==> config.mk <==
export PLATFORM = sky130hd
export DESIGN_NAME = qos_switch_ctrl
export DESIGN_NICKNAME = d
export VERILOG_FILES = /design/src/rtl/qos_switch_ctrl_pkg.sv /design/src/rtl/qsc_route.sv /design/src/rtl/qsc_arbiter.sv /design/src/rtl/qsc_outstate.sv /design/src/rtl/qos_switch_ctrl.sv
export SDC_FILE = /design/constraint.sdc
export NUM_CORES = 1
export LEC_CHECK = 0
export BUFFER_PORTS_ARGS = -buffer_cell sky130_fd_sc_hd__buf_4
export CAP_MARGIN = 20
export CELL_PAD_IN_SITES_DETAIL_PLACEMENT = 1
export CELL_PAD_IN_SITES_GLOBAL_PLACEMENT = 2
export CORE_AREA = 3 3 155 157
export DETAILED_ROUTE_END_ITERATION = 10
export DIE_AREA = 0 0 158 160
export MAX_ROUTING_LAYER = met4
export PLACE_DENSITY = 0.91
export SLEW_MARGIN = 10
export SYNTH_ARGS = -nofsm -noshare
export SYNTH_HDL_FRONTEND = slang
export SYNTH_SLANG_ARGS = --single-unit
==> constraint.sdc <==
create_clock -name clk -period 34.6 [get_ports clk]
set_input_delay 6.92 -clock clk [delete_from_list [all_inputs] [get_ports clk]]
set_output_delay 6.92 -clock clk [all_outputs]
set_load 0.01 [all_outputs]
==> src/rtl/qos_switch_ctrl_pkg.sv <==
package qos_switch_ctrl_pkg;
  localparam int DIR_W = 4;
  localparam logic [DIR_W-1:0] DIR_N     = 4'd0;
  localparam logic [DIR_W-1:0] DIR_S     = 4'd1;
  localparam logic [DIR_W-1:0] DIR_E     = 4'd2;
  localparam logic [DIR_W-1:0] DIR_W_    = 4'd3;
  localparam logic [DIR_W-1:0] DIR_NE    = 4'd4;
  localparam logic [DIR_W-1:0] DIR_NW    = 4'd5;
  localparam logic [DIR_W-1:0] DIR_SE    = 4'd6;
  localparam logic [DIR_W-1:0] DIR_SW    = 4'd7;
  localparam logic [DIR_W-1:0] DIR_LOCAL = 4'd8;
  localparam logic [DIR_W-1:0] DIR_NONE  = 4'd15;
  localparam int NCAND = 3;

  typedef enum logic [3:0] {
    RG_HERE, RG_EAST, RG_WEST, RG_SOUTH, RG_NORTH,
    RG_NWEST, RG_SWEST, RG_NEAST, RG_SEAST
  } region_e;
endpackage

==> src/rtl/qsc_route.sv <==
module qsc_route
  import qos_switch_ctrl_pkg::*;
#(
  parameter int NPORT   = 8,
  parameter int COORD_W = 3,
  parameter int CORE_W  = 2,
  parameter int PSEL_W  = 3,
  parameter int CUR_X   = 2,
  parameter int CUR_Y   = 2,
  parameter logic [NPORT*DIR_W-1:0] PORT_DIR = '0
) (
  input  logic [COORD_W-1:0] dst_x,
  input  logic [COORD_W-1:0] dst_y,
  input  logic [CORE_W-1:0]  core,
  input  logic [NPORT-1:0]   busy,
  output logic               hit,
  output logic [PSEL_W-1:0]  port
);
  localparam logic [COORD_W-1:0] CX = COORD_W'(CUR_X);
  localparam logic [COORD_W-1:0] CY = COORD_W'(CUR_Y);

  region_e rg;
  logic [DIR_W-1:0] cand [NCAND];

  always_comb begin
    if (dst_x == CX)
      rg = (dst_y == CY) ? RG_HERE : ((dst_y > CY) ? RG_SOUTH : RG_NORTH);
    else if (dst_x > CX)
      rg = (dst_y == CY) ? RG_EAST : ((dst_y > CY) ? RG_SEAST : RG_NEAST);
    else
      rg = (dst_y == CY) ? RG_WEST : ((dst_y > CY) ? RG_SWEST : RG_NWEST);
  end

  always_comb begin
    cand[0] = DIR_NONE;
    cand[1] = DIR_NONE;
    cand[2] = DIR_NONE;
    unique case (rg)
      RG_HERE:  cand[0] = DIR_LOCAL + DIR_W'(core);
      RG_EAST:  begin cand[0] = DIR_E;  cand[1] = DIR_N;  cand[2] = DIR_S;  end
      RG_WEST:  cand[0] = DIR_W_;
      RG_SOUTH: begin cand[0] = DIR_S;  cand[1] = DIR_W_; cand[2] = DIR_E;  end
      RG_NORTH: begin cand[0] = DIR_N;  cand[1] = DIR_W_; cand[2] = DIR_E;  end
      RG_NWEST: begin cand[0] = DIR_NW; cand[1] = DIR_W_; end
      RG_SWEST: begin cand[0] = DIR_SW; cand[1] = DIR_W_; end
      RG_NEAST: begin cand[0] = DIR_NE; cand[1] = DIR_E;  cand[2] = DIR_N;  end
      RG_SEAST: begin cand[0] = DIR_SE; cand[1] = DIR_E;  cand[2] = DIR_S;  end
      default:  cand[0] = DIR_NONE;
    endcase
  end

  // Try candidates in order; for each, any free port carrying that code wins.
  always_comb begin
    hit  = 1'b0;
    port = '0;
    for (int c = 0; c < NCAND; c++) begin
      for (int p = 0; p < NPORT; p++) begin
        if (!hit && cand[c] != DIR_NONE &&
            PORT_DIR[p*DIR_W +: DIR_W] == cand[c] && !busy[p]) begin
          hit  = 1'b1;
          port = PSEL_W'(p);
        end
      end
    end
  end
endmodule

==> src/rtl/qsc_arbiter.sv <==
module qsc_arbiter #(
  parameter int NPORT  = 8,
  parameter int QOS_W  = 2,
  parameter int PSEL_W = 3
) (
  input  logic                   clk,
  input  logic                   rst,
  input  logic [NPORT-1:0]       elig,
  input  logic [NPORT*QOS_W-1:0] qos,
  output logic                   win_valid,
  output logic [PSEL_W-1:0]      win_idx
);
  localparam logic [PSEL_W-1:0] LAST = PSEL_W'(NPORT - 1);

  logic [PSEL_W-1:0] ptr_q;
  logic [QOS_W-1:0]  best;

  always_comb begin
    best = '0;
    for (int i = 0; i < NPORT; i++)
      if (elig[i] && qos[i*QOS_W +: QOS_W] > best) best = qos[i*QOS_W +: QOS_W];
  end

  always_comb begin
    win_valid = 1'b0;
    win_idx   = '0;
    for (int k = 0; k < NPORT; k++) begin
      int idx;
      idx = int'(ptr_q) + k;
      if (idx >= NPORT) idx = idx - NPORT;
      if (!win_valid && elig[idx] && qos[idx*QOS_W +: QOS_W] == best) begin
        win_valid = 1'b1;
        win_idx   = PSEL_W'(idx);
      end
    end
  end

  always_ff @(posedge clk) begin
    if (rst)            ptr_q <= '0;
    else if (win_valid) ptr_q <= (win_idx == LAST) ? '0 : win_idx + 1'b1;
  end
endmodule

==> src/rtl/qsc_outstate.sv <==
module qsc_outstate #(
  parameter int NPORT  = 8,
  parameter int PSEL_W = 3
) (
  input  logic                    clk,
  input  logic                    rst,
  input  logic                    win_valid,
  input  logic [PSEL_W-1:0]       win_port,
  input  logic [PSEL_W-1:0]       win_src,
  input  logic [NPORT-1:0]        tail,
  output logic [NPORT-1:0]        busy,
  output logic [NPORT*PSEL_W-1:0] src
);
  for (genvar o = 0; o < NPORT; o++) begin : g_out
    always_ff @(posedge clk) begin
      if (rst) begin
        busy[o]                 <= 1'b0;
        src[o*PSEL_W +: PSEL_W] <= '0;
      end else if (tail[o]) begin
        busy[o] <= 1'b0;
      end else if (win_valid && win_port == PSEL_W'(o)) begin
        busy[o]                 <= 1'b1;
        src[o*PSEL_W +: PSEL_W] <= win_src;
      end
    end
  end
endmodule

==> src/rtl/qos_switch_ctrl.sv <==
module qos_switch_ctrl
  import qos_switch_ctrl_pkg::*;
#(
  parameter int NPORT   = 8,
  parameter int COORD_W = 3,
  parameter int CORE_W  = 2,
  parameter int QOS_W   = 2,
  parameter int CUR_X   = 2,
  parameter int CUR_Y   = 2,
  parameter logic [NPORT*4-1:0] PORT_DIR = 32'h5643_1208,
  localparam int PSEL_W = (NPORT > 1) ? $clog2(NPORT) : 1
) (
  input  logic                     clk,
  input  logic                     rst,
  input  logic [NPORT-1:0]         req_valid,
  input  logic [NPORT*COORD_W-1:0] req_dst_x,
  input  logic [NPORT*COORD_W-1:0] req_dst_y,
  input  logic [NPORT*CORE_W-1:0]  req_core,
  input  logic [NPORT*QOS_W-1:0]   req_qos,
  input  logic [NPORT-1:0]         out_tail,
  output logic [NPORT-1:0]         grant,
  output logic [NPORT-1:0]         out_busy,
  output logic [NPORT*PSEL_W-1:0]  xbar_src
);
  logic [NPORT-1:0]        hit;
  logic [NPORT*PSEL_W-1:0] rport;
  logic                    win_valid;
  logic [PSEL_W-1:0]       win_idx;
  logic [PSEL_W-1:0]       win_port;

  for (genvar i = 0; i < NPORT; i++) begin : g_rc
    qsc_route #(
      .NPORT(NPORT), .COORD_W(COORD_W), .CORE_W(CORE_W), .PSEL_W(PSEL_W),
      .CUR_X(CUR_X), .CUR_Y(CUR_Y), .PORT_DIR(PORT_DIR)
    ) u_rc (
      .dst_x (req_dst_x[i*COORD_W +: COORD_W]),
      .dst_y (req_dst_y[i*COORD_W +: COORD_W]),
      .core  (req_core[i*CORE_W +: CORE_W]),
      .busy  (out_busy),
      .hit   (hit[i]),
      .port  (rport[i*PSEL_W +: PSEL_W])
    );
  end

  qsc_arbiter #(.NPORT(NPORT), .QOS_W(QOS_W), .PSEL_W(PSEL_W)) u_arb (
    .clk       (clk),
    .rst       (rst),
    .elig      (req_valid & hit),
    .qos       (req_qos),
    .win_valid (win_valid),
    .win_idx   (win_idx)
  );

  assign win_port = rport[win_idx*PSEL_W +: PSEL_W];

  qsc_outstate #(.NPORT(NPORT), .PSEL_W(PSEL_W)) u_ost (
    .clk       (clk),
    .rst       (rst),
    .win_valid (win_valid),
    .win_port  (win_port),
    .win_src   (win_idx),
    .tail      (out_tail),
    .busy      (out_busy),
    .src       (xbar_src)
  );

  always_ff @(posedge clk) begin
    if (rst)            grant <= '0;
    else if (win_valid) grant <= NPORT'(1) << win_idx;
    else                grant <= '0;
  end
endmodule

==> implementation parameters, run 1 <==
Parameter                              Value

Run status
  Result of the run ... complete, no violations

Timing
  Post-layout min period ... 21.65 ns
  RSZ-0062 raised after global routing ... no
  Skew final ... 0.00480 ns
  Worst-case headroom to the max-slew limit ... 0.318
  Final critical-path setup slack ... 12.95 ns
  Part of the cycle the worst path needs ... 0.626
  Final-report max-slew violation count ... 0
  Final sum of negative setup slack ... 0 ns
  Final setup violation count ... 0
  Worst Max-Slew Pin Slew ... 1.01 ns
  Hold violation total from the final report ... 0
  Highest achievable clock rate ... 46.2 MHz

Worst setup path
  CP arrival ... 21.86 ns
  Reg-to-Reg Start ... u_ost.busy[7]
  WP data required ... 34.81 ns
  Peak fanout along the critical path ... 10
  Critical path type ... input pin to flip-flop
  Kind of start point of the critical path ... input pin
  Cell at the slowest stage of the critical path ... sky130_fd_sc_hd__or4_1
  Critical Path Sink Type ... flip-flop
  CP max stage delay ... 0.80 ns
  Critical path origin ... req_dst_x[0]

Clock network
  Number of buffers created by CTS ... 5
  Buffers from clock root to sink, at most ... 2
  Clock transition at the registers of the reported paths ... 0.06 ns
  Number of clock sinks ... 43
  CTS tree ... built
  Setup bufs post-CTS ... 0
  CTS H-tree depth ... 2
  Root Buffer ... sky130_fd_sc_hd__clkbuf_16
  Post-cts hold buffer count ... 0
  Number of gates resized after CTS ... 0
  Clk Latency, worst-skew pair ... 0.29 ns

Logic synthesis
  Leading area contributor after synthesis ... sky130_fd_sc_hd__dfxtp_1
  Dominant synthesized flop cell ... sky130_fd_sc_hd__dfxtp_1
  Portion of the post-synthesis area used by sequential elements ... 0.103
  Yosys reg bits ... 43
  Netlist Area Pre-Place ... 8360 um^2
  Synthesis Warnings ... 0
  Top cell type's share of synthesized area ... 0.103
  Number of distinct standard cells referenced by the synthesized netlist ... 103
  Gate Count Post-Synth ... 1,098
  Most area-consuming cells after synthesis ... sky130_fd_sc_hd__dfxtp_1, sky130_fd_sc_hd__ha_1, sky130_fd_sc_hd__mux4_2, sky130_fd_sc_hd__mux2i_1, sky130_fd_sc_hd__nor2_1
  Syn_nets ... 1,250
  Post-Synthesis Mean Instance Area ... 7.61 um^2
  Proportion of synthesized flip-flops having asynchronous set or reset ... 0
  Number of enable flip-flop cells after synthesis ... 0

Final layout
  Most frequent cells in the layout ... sky130_fd_sc_hd__buf_4, sky130_fd_sc_hd__nor2_1, sky130_fd_sc_hd__nand2_1
  Number of fill cells in the layout ... 2,774
  Number of nets in the finished design ... 1,357
  Diode count ... 0
  Most frequent standard cell in the layout excluding fill and tap cells ... sky130_fd_sc_hd__buf_4
  Proportion of layout cells with a drive suffix above 1 ... 0.196
  Layout overhead on the synthesized area ... 17.1%

Power and ir drop
  Clk network pwr share ... 0.069
  Sw Share ... 0.569
  Internal power contribution ... 0.000383 W
  Max IR drop VDD ... 0.0792 mV
  Net load switching power ... 0.000505 W
  Proportion of power drawn by combinational gates ... 0.841
  P_leak ... 4.14 nW
  Total power per unit cell area ... 90.7 nW/um^2
  Sequential cell fraction of total power ... 0.090

Floorplanning
  Die outline width ... 158 um
  Die Footprint ... 25,300 um^2
  Number of rows in the core area ... 55
  Height of the chip ... 160 um
  Number of top-level pins ... 138
  Effective utilization at floorplan ... 0.369
  Floorplan Core Area ... 22,600 um^2

Route
  Via count normalized by instance count ... 6.32
  Number of search-and-repair iterations in the first detailed-routing pass ... 5
  Number of design-rule violations left by the first detailed-router iteration ... 582
  Vias after detailed routing ... 9,427
  DRC viols ... 0
  Overall routed net length ... 32,200 um
  Post-detailed-route wirelength per cell ... 21.6 um
  Number of nets with antenna violations after detailed routing ... 0

Placement
  Count of input and output buffers ... 137
  Post-detailed-placement half-perimeter wirelength ... 25,500 um
  Weighted congestion reported at the end of routability-driven placement ... 0.943
  Pre-CTS setup slack ... 12.84 ns

GRT
  Via count of the first global-routing pass ... 9,725
  Maximum number of pins on one net before global-route repair ... 40
  Wire length of the first global-routing pass ... 51,400 um
  Global routing usage summed across all routing layers ... 0.254
  Congestion Overflow GR ... 0
  Antenna violations before repair ... 0

Job
  Total of max-cap violations ... 0

Min path
  Min-Delay Startpoint ... u_ost.src[18]
  Worst min-delay path category ... flip-flop to flip-flop
==> per-layer routing <==
metal	GRT usage	wire, um	vias to the layer above	part of all wire
met5	-	0	-	0
met4	0.0618	650	0	0.020
met3	0.0404	2120	51	0.066
met2	0.412	15100	318	0.47
met1	0.331	14300	4578	0.44
li1	-	-	4480	-
==> power by group through the flow <==
stage	registers [W]	logic, W	clock network, W
2_1_floorplan	0.0000840	0.000554	0
3_3_place_gp	0.0000805	0.000727	0
3_5_place_dp	0.0000805	0.000739	0
4_1_cts	0.0000799	0.000744	0.0000622
5_1_grt	0.0000819	0.000809	0.0000645
6_report	0.0000800	0.000747	0.0000612
==> cell families after synthesis <==
| group | after synthesis | synth area share |
|---|---|---|
| buf+inv | 108 | 0.0549 |
| xor+xnor | 18 | 0.0189 |
| simple gates | 437 | 0.289 |
| compound gates | 361 | 0.324 |
| mux | 77 | 0.129 |
| fa+ha+maj | 54 | 0.0808 |
| flops | 43 | 0.103 |
==> path summary, 6_finish.rpt <==
| path | to | slack (ns) | cells past startpoint |
|---|---|---|---|
| setup / recovery | u_ost.src[0] | 12.95 | 62 |
| hold / removal | u_ost.src[18] | 0.48 | 2 |
| setup reg to reg | u_ost.src[0] | 20.07 | 58 |
| hold reg to reg | u_ost.src[18] | 0.48 | 2 |
==> worst max-delay path, delay by kind of cell <==
family,cells,cell delay (ns)
and+or+nand+nor,22,4.88
muxes,2,0.56
AOI/OAI and AO/OA,25,6.87
adders and majority gates,8,2.11
buffers and inverters,5,0.50
==> state kept, by name, indices dropped and copies added (netlist names) <==
| name | count |
|---|---|
| grant | 8 |
| u_arb.ptr_q | 3 |
| u_ost.busy | 8 |
| u_ost.src | 24 |
==> metrics by stage <==
stage	total power [W]	std cells	area [um^2]	utilization	hold slack, ns
final	0.000888	1491	9790	0.432	0.482
after global routing	0.000955	1491	9790	0.432	0.503
after CTS	0.000886	1491	9790	0.432	0.484
after detailed placement	0.000819	1483	9600	0.424	0.469
after global placement	0.000808	1483	9600	0.424	0.459
after floorplan	0.000638	1098	8360	-	0.493
==> Yosys cell counts (all sizes together), types with 13 or more instances <==
master and number:
a211oi 16, a21o 21, a21oi 78, a31oi 19
buf 23, clkbuf 25, dfxtp 43, ha 54
inv 57, mux2i 47, mux4 24, nand2 84
nand2b 38, nand3 26, nor2 115, nor2b 14
nor3 49, nor3b 13, nor4 25, o211ai 18
o21a 14, o21ai 31, xnor2 14
==> layout make-up <==
type,instances,area (um^2),share of cell area
clock buffer,5,125,0.0128
sequential,43,861,0.0879
multi-input combinational,947,7040,0.719
inverter,60,230,0.0235
tap,285,357,0.0364
clock inverter,3,67.6,0.00690
timing repair buffer,148,1110,0.113
No activity file was read; power rests on OpenSTA's default activity.
==> inputs of run 2 (changes only) <==
ABC_AREA = 1   (was unset)
CORE_AREA = 3 3 185 187   (was 3 3 155 157)
DIE_AREA = 0 0 188 190   (was 0 0 158 160)
PLACE_DENSITY = 0.8   (was 0.91)
clock period = 17.8 ns   (was 34.6 ns; I/O delays follow)
==> run 2 against run 1 <==
  * Wire length rose by 1.2%
  * Die area increased by 41%
  * Critical path type unchanged
  * Final cell count increased by 41%
  * Sequential share of layout area shrank 0.48 points
  * Flip-flop and latch count did not move
  * First-iteration DRC count down 41%
  * Synthesized area up 5.3%
==> implementation parameters, run 2 <==
Parameter                              Value

Logic synthesis
  Leading area contributor after synthesis ... sky130_fd_sc_hd__nand2_1
  Leading cell types by count after synthesis ... sky130_fd_sc_hd__nand2_1, sky130_fd_sc_hd__inv_1, sky130_fd_sc_hd__nor2_1
  Synthesis Warnings ... 0
  Leading cell type by number of instances after synthesis ... sky130_fd_sc_hd__nand2_1
  Top cell type's share of synthesized area ... 0.143
  Yosys reg bits ... 43
  Gate Count Post-Synth ... 1,533
  Most area-consuming cells after synthesis ... sky130_fd_sc_hd__nand2_1, sky130_fd_sc_hd__inv_1, sky130_fd_sc_hd__dfxtp_1, sky130_fd_sc_hd__nor2_1, sky130_fd_sc_hd__nand3_1
  Portion of the post-synthesis area used by sequential elements ... 0.0978
  Post-Synthesis Mean Instance Area ... 5.74 um^2
  Netlist Area Pre-Place ... 8810 um^2
  Number of enable flip-flop cells after synthesis ... 0
  Dominant synthesized flop cell ... sky130_fd_sc_hd__dfxtp_1
  Syn_nets ... 1,685
  Number of distinct standard cells referenced by the synthesized netlist ... 63
  Proportion of synthesized flip-flops having asynchronous set or reset ... 0

Placement
  Count of input and output buffers ... 137
  Weighted congestion reported at the end of routability-driven placement ... 0.868
  Post-detailed-placement half-perimeter wirelength ... 27,500 um

Timing
  Hold violation total from the final report ... 0
  Skew final ... 0.00382 ns
  Final setup violation count ... 0
  RSZ-0062 raised after global routing ... no
  Post-layout min period ... 14.91 ns
  Highest achievable clock rate ... 67.1 MHz
  Worst Max-Slew Pin Slew ... 1.08 ns
  Final-report max-slew violation count ... 0
  Final hold slack ... 0.515 ns
  Worst-case headroom to the max-slew limit ... 0.281
  Part of the cycle the worst path needs ... 0.838
  Final sum of negative setup slack ... 0 ns

Route
  Number of nets with antenna violations after detailed routing ... 0
  Overall routed net length ... 32,600 um
  Number of search-and-repair iterations in the first detailed-routing pass ... 4
  Number of design-rule violations left by the first detailed-router iteration ... 343
  Via count normalized by instance count ... 4.79
  Post-detailed-route wirelength per cell ... 15.6 um
  Vias after detailed routing ... 10,000
  DRC viols ... 0

Final layout
  Most frequent standard cell in the layout excluding fill and tap cells ... sky130_fd_sc_hd__nand2_1
  Most frequent cells in the layout ... sky130_fd_sc_hd__nand2_1, sky130_fd_sc_hd__inv_1, sky130_fd_sc_hd__nor2_1
  Largest register by flop count ... u_ost.src
  Number of nets in the finished design ... 1,805
  Diode count ... 0
  Registers with the most flip-flops ... u_ost.src (24), grant (8), u_ost.busy (8)
  Proportion of layout cells with a drive suffix above 1 ... 0.217
  Layout overhead on the synthesized area ... 17.6%
  Number of flip-flops in the largest register ... 24

Floorplanning
  Number of rows in the core area ... 66
  Die outline width ... 188 um
  Effective utilization at floorplan ... 0.270
  Number of top-level pins ... 138
  Height of the chip ... 190 um
  Floorplan Core Area ... 32,600 um^2
  Die Footprint ... 35,700 um^2

Worst setup path
  Family with the most delay on the worst path ... simple AND/OR/NAND/NOR gates
  Critical path origin ... req_dst_y[0]
  Reg-to-Reg Start ... u_ost.busy[1]
  Endpoint of the worst register-to-register path ... u_ost.src[22]
  CP arrival ... 15.09 ns
  Most common cell type on the critical path ... sky130_fd_sc_hd__nand2_1
  Critical path type ... input pin to flip-flop
  Crit path buf inv count ... 9
  Worst R2R Setup Slack ... 6.38 ns
  Cell at the slowest stage of the critical path ... sky130_fd_sc_hd__nand2_2
  Cell depth of the worst setup path ... 86
  Critical Path Sink Type ... flip-flop
  Kind of start point of the critical path ... input pin
  Worst-case reg-to-reg path depth ... 79
  Peak fanout along the critical path ... 31
  WP data required ... 17.98 ns
  CP max stage delay ... 0.63 ns

GRT
  Congestion Overflow GR ... 0
  Wire length of the first global-routing pass ... 52,500 um
  Antenna violations before repair ... 0
  Via count of the first global-routing pass ... 10,300
  Maximum number of pins on one net before global-route repair ... 37
  Global routing usage summed across all routing layers ... 0.184

Min path
  Worst min-delay path category ... flip-flop to flip-flop
  Hold-critical path depth ... 4
  Hold-critical path endpoint ... u_ost.src[7]
  Min-Delay Startpoint ... u_ost.src[7]

Clock network
  CTS H-tree depth ... 2
  Clk Latency, worst-skew pair ... 0.29 ns
  Number of gates resized after CTS ... 0
  Number of clock sinks ... 43
  Setup bufs post-CTS ... 0
  Buffers from clock root to sink, at most ... 2
  Number of buffers created by CTS ... 5
  Clock transition at the registers of the reported paths ... 0.06 ns
  Root Buffer ... sky130_fd_sc_hd__clkbuf_16
  CTS tree ... built
  Post-cts hold buffer count ... 0

Run status
  Result of the run ... complete, no violations

Job
  Total of max-cap violations ... 0
## run 2: cell types whose count changed after synthesis, sizes merged, moves of 24 or more
cell,before,now
nand2,84,363
nand3,26,194
inv,57,293
nor2,115,263
o21ai,31,83
a21oi,78,43
mux2i,47,4
nand2b,38,0
nand4,12,53
mux4,24,0
## run 2: worst max path at each step
stage,to,slack (ns)
6_report,u_ost.src[22],2.89
5_1_grt,u_ost.src[22],1.46
4_1_cts,u_ost.src[7],2.80
3_5_place_dp,u_ost.src[22],2.56
3_3_place_gp,u_ost.src[22],3.18
2_1_floorplan,u_arb.ptr_q[2],4.64
## run 2: cells by family after synthesis
kind of cell             share of synthesized area
XOR/XNOR                                   0.00696
multiplexers                               0.00455
adder cells (fa/ha/maj)                     0.0767
AO/OA/AOI/OAI                                0.110
AND/OR/NAND/NOR                              0.551
buffers and inverters                        0.153
flip-flops                                  0.0978
## run 2: worst register-to-register path, delay by kind of cell (launching register included)
| kind | cells | cell delay [ns] |
|---|---|---|
| AO/OA/AOI/OAI | 6 | 1.25 |
| flip-flops | 1 | 0.51 |
| AND/OR/NAND/NOR | 59 | 6.98 |
| buffers and inverters | 7 | 0.71 |
| adder cells (fa/ha/maj) | 7 | 1.88 |
## run 2: stage by stage
stage          area [um^2]  instances  worst slack [ns]  utilization
2_1_floorplan         8810       1533              4.64            -
3_3_place_gp         10200       2088              3.18        0.313
3_5_place_dp         10200       2088              2.56        0.313
4_1_cts              10400       2096              2.80        0.318
5_1_grt              10400       2096              1.46        0.318
6_report             10400       2096              2.89        0.318
## run 2: cell type report
cell class	instances	area [um^2]
flip-flops and latches	43	861
fillers	4405	22300
clock inverters	2	12.5
inverters	299	1120
multi-input cells	1159	6590
clock buffers	6	129
repair buffers	145	1090
well taps	442	553
## run 2: routing by layer
layer	wire length, um	track usage	vias to the layer above	share of wire
met2	16100	0.327	130	0.49
met5	0	-	-	0
met4	726	0.0427	0	0.022
li1	-	-	5163	-
met3	856	0.0170	42	0.026
met1	15000	0.224	4696	0.46
Power of run 2 is not shown: default switching activity piles up to over one toggle a cycle in this logic, so the estimate is an artifact.
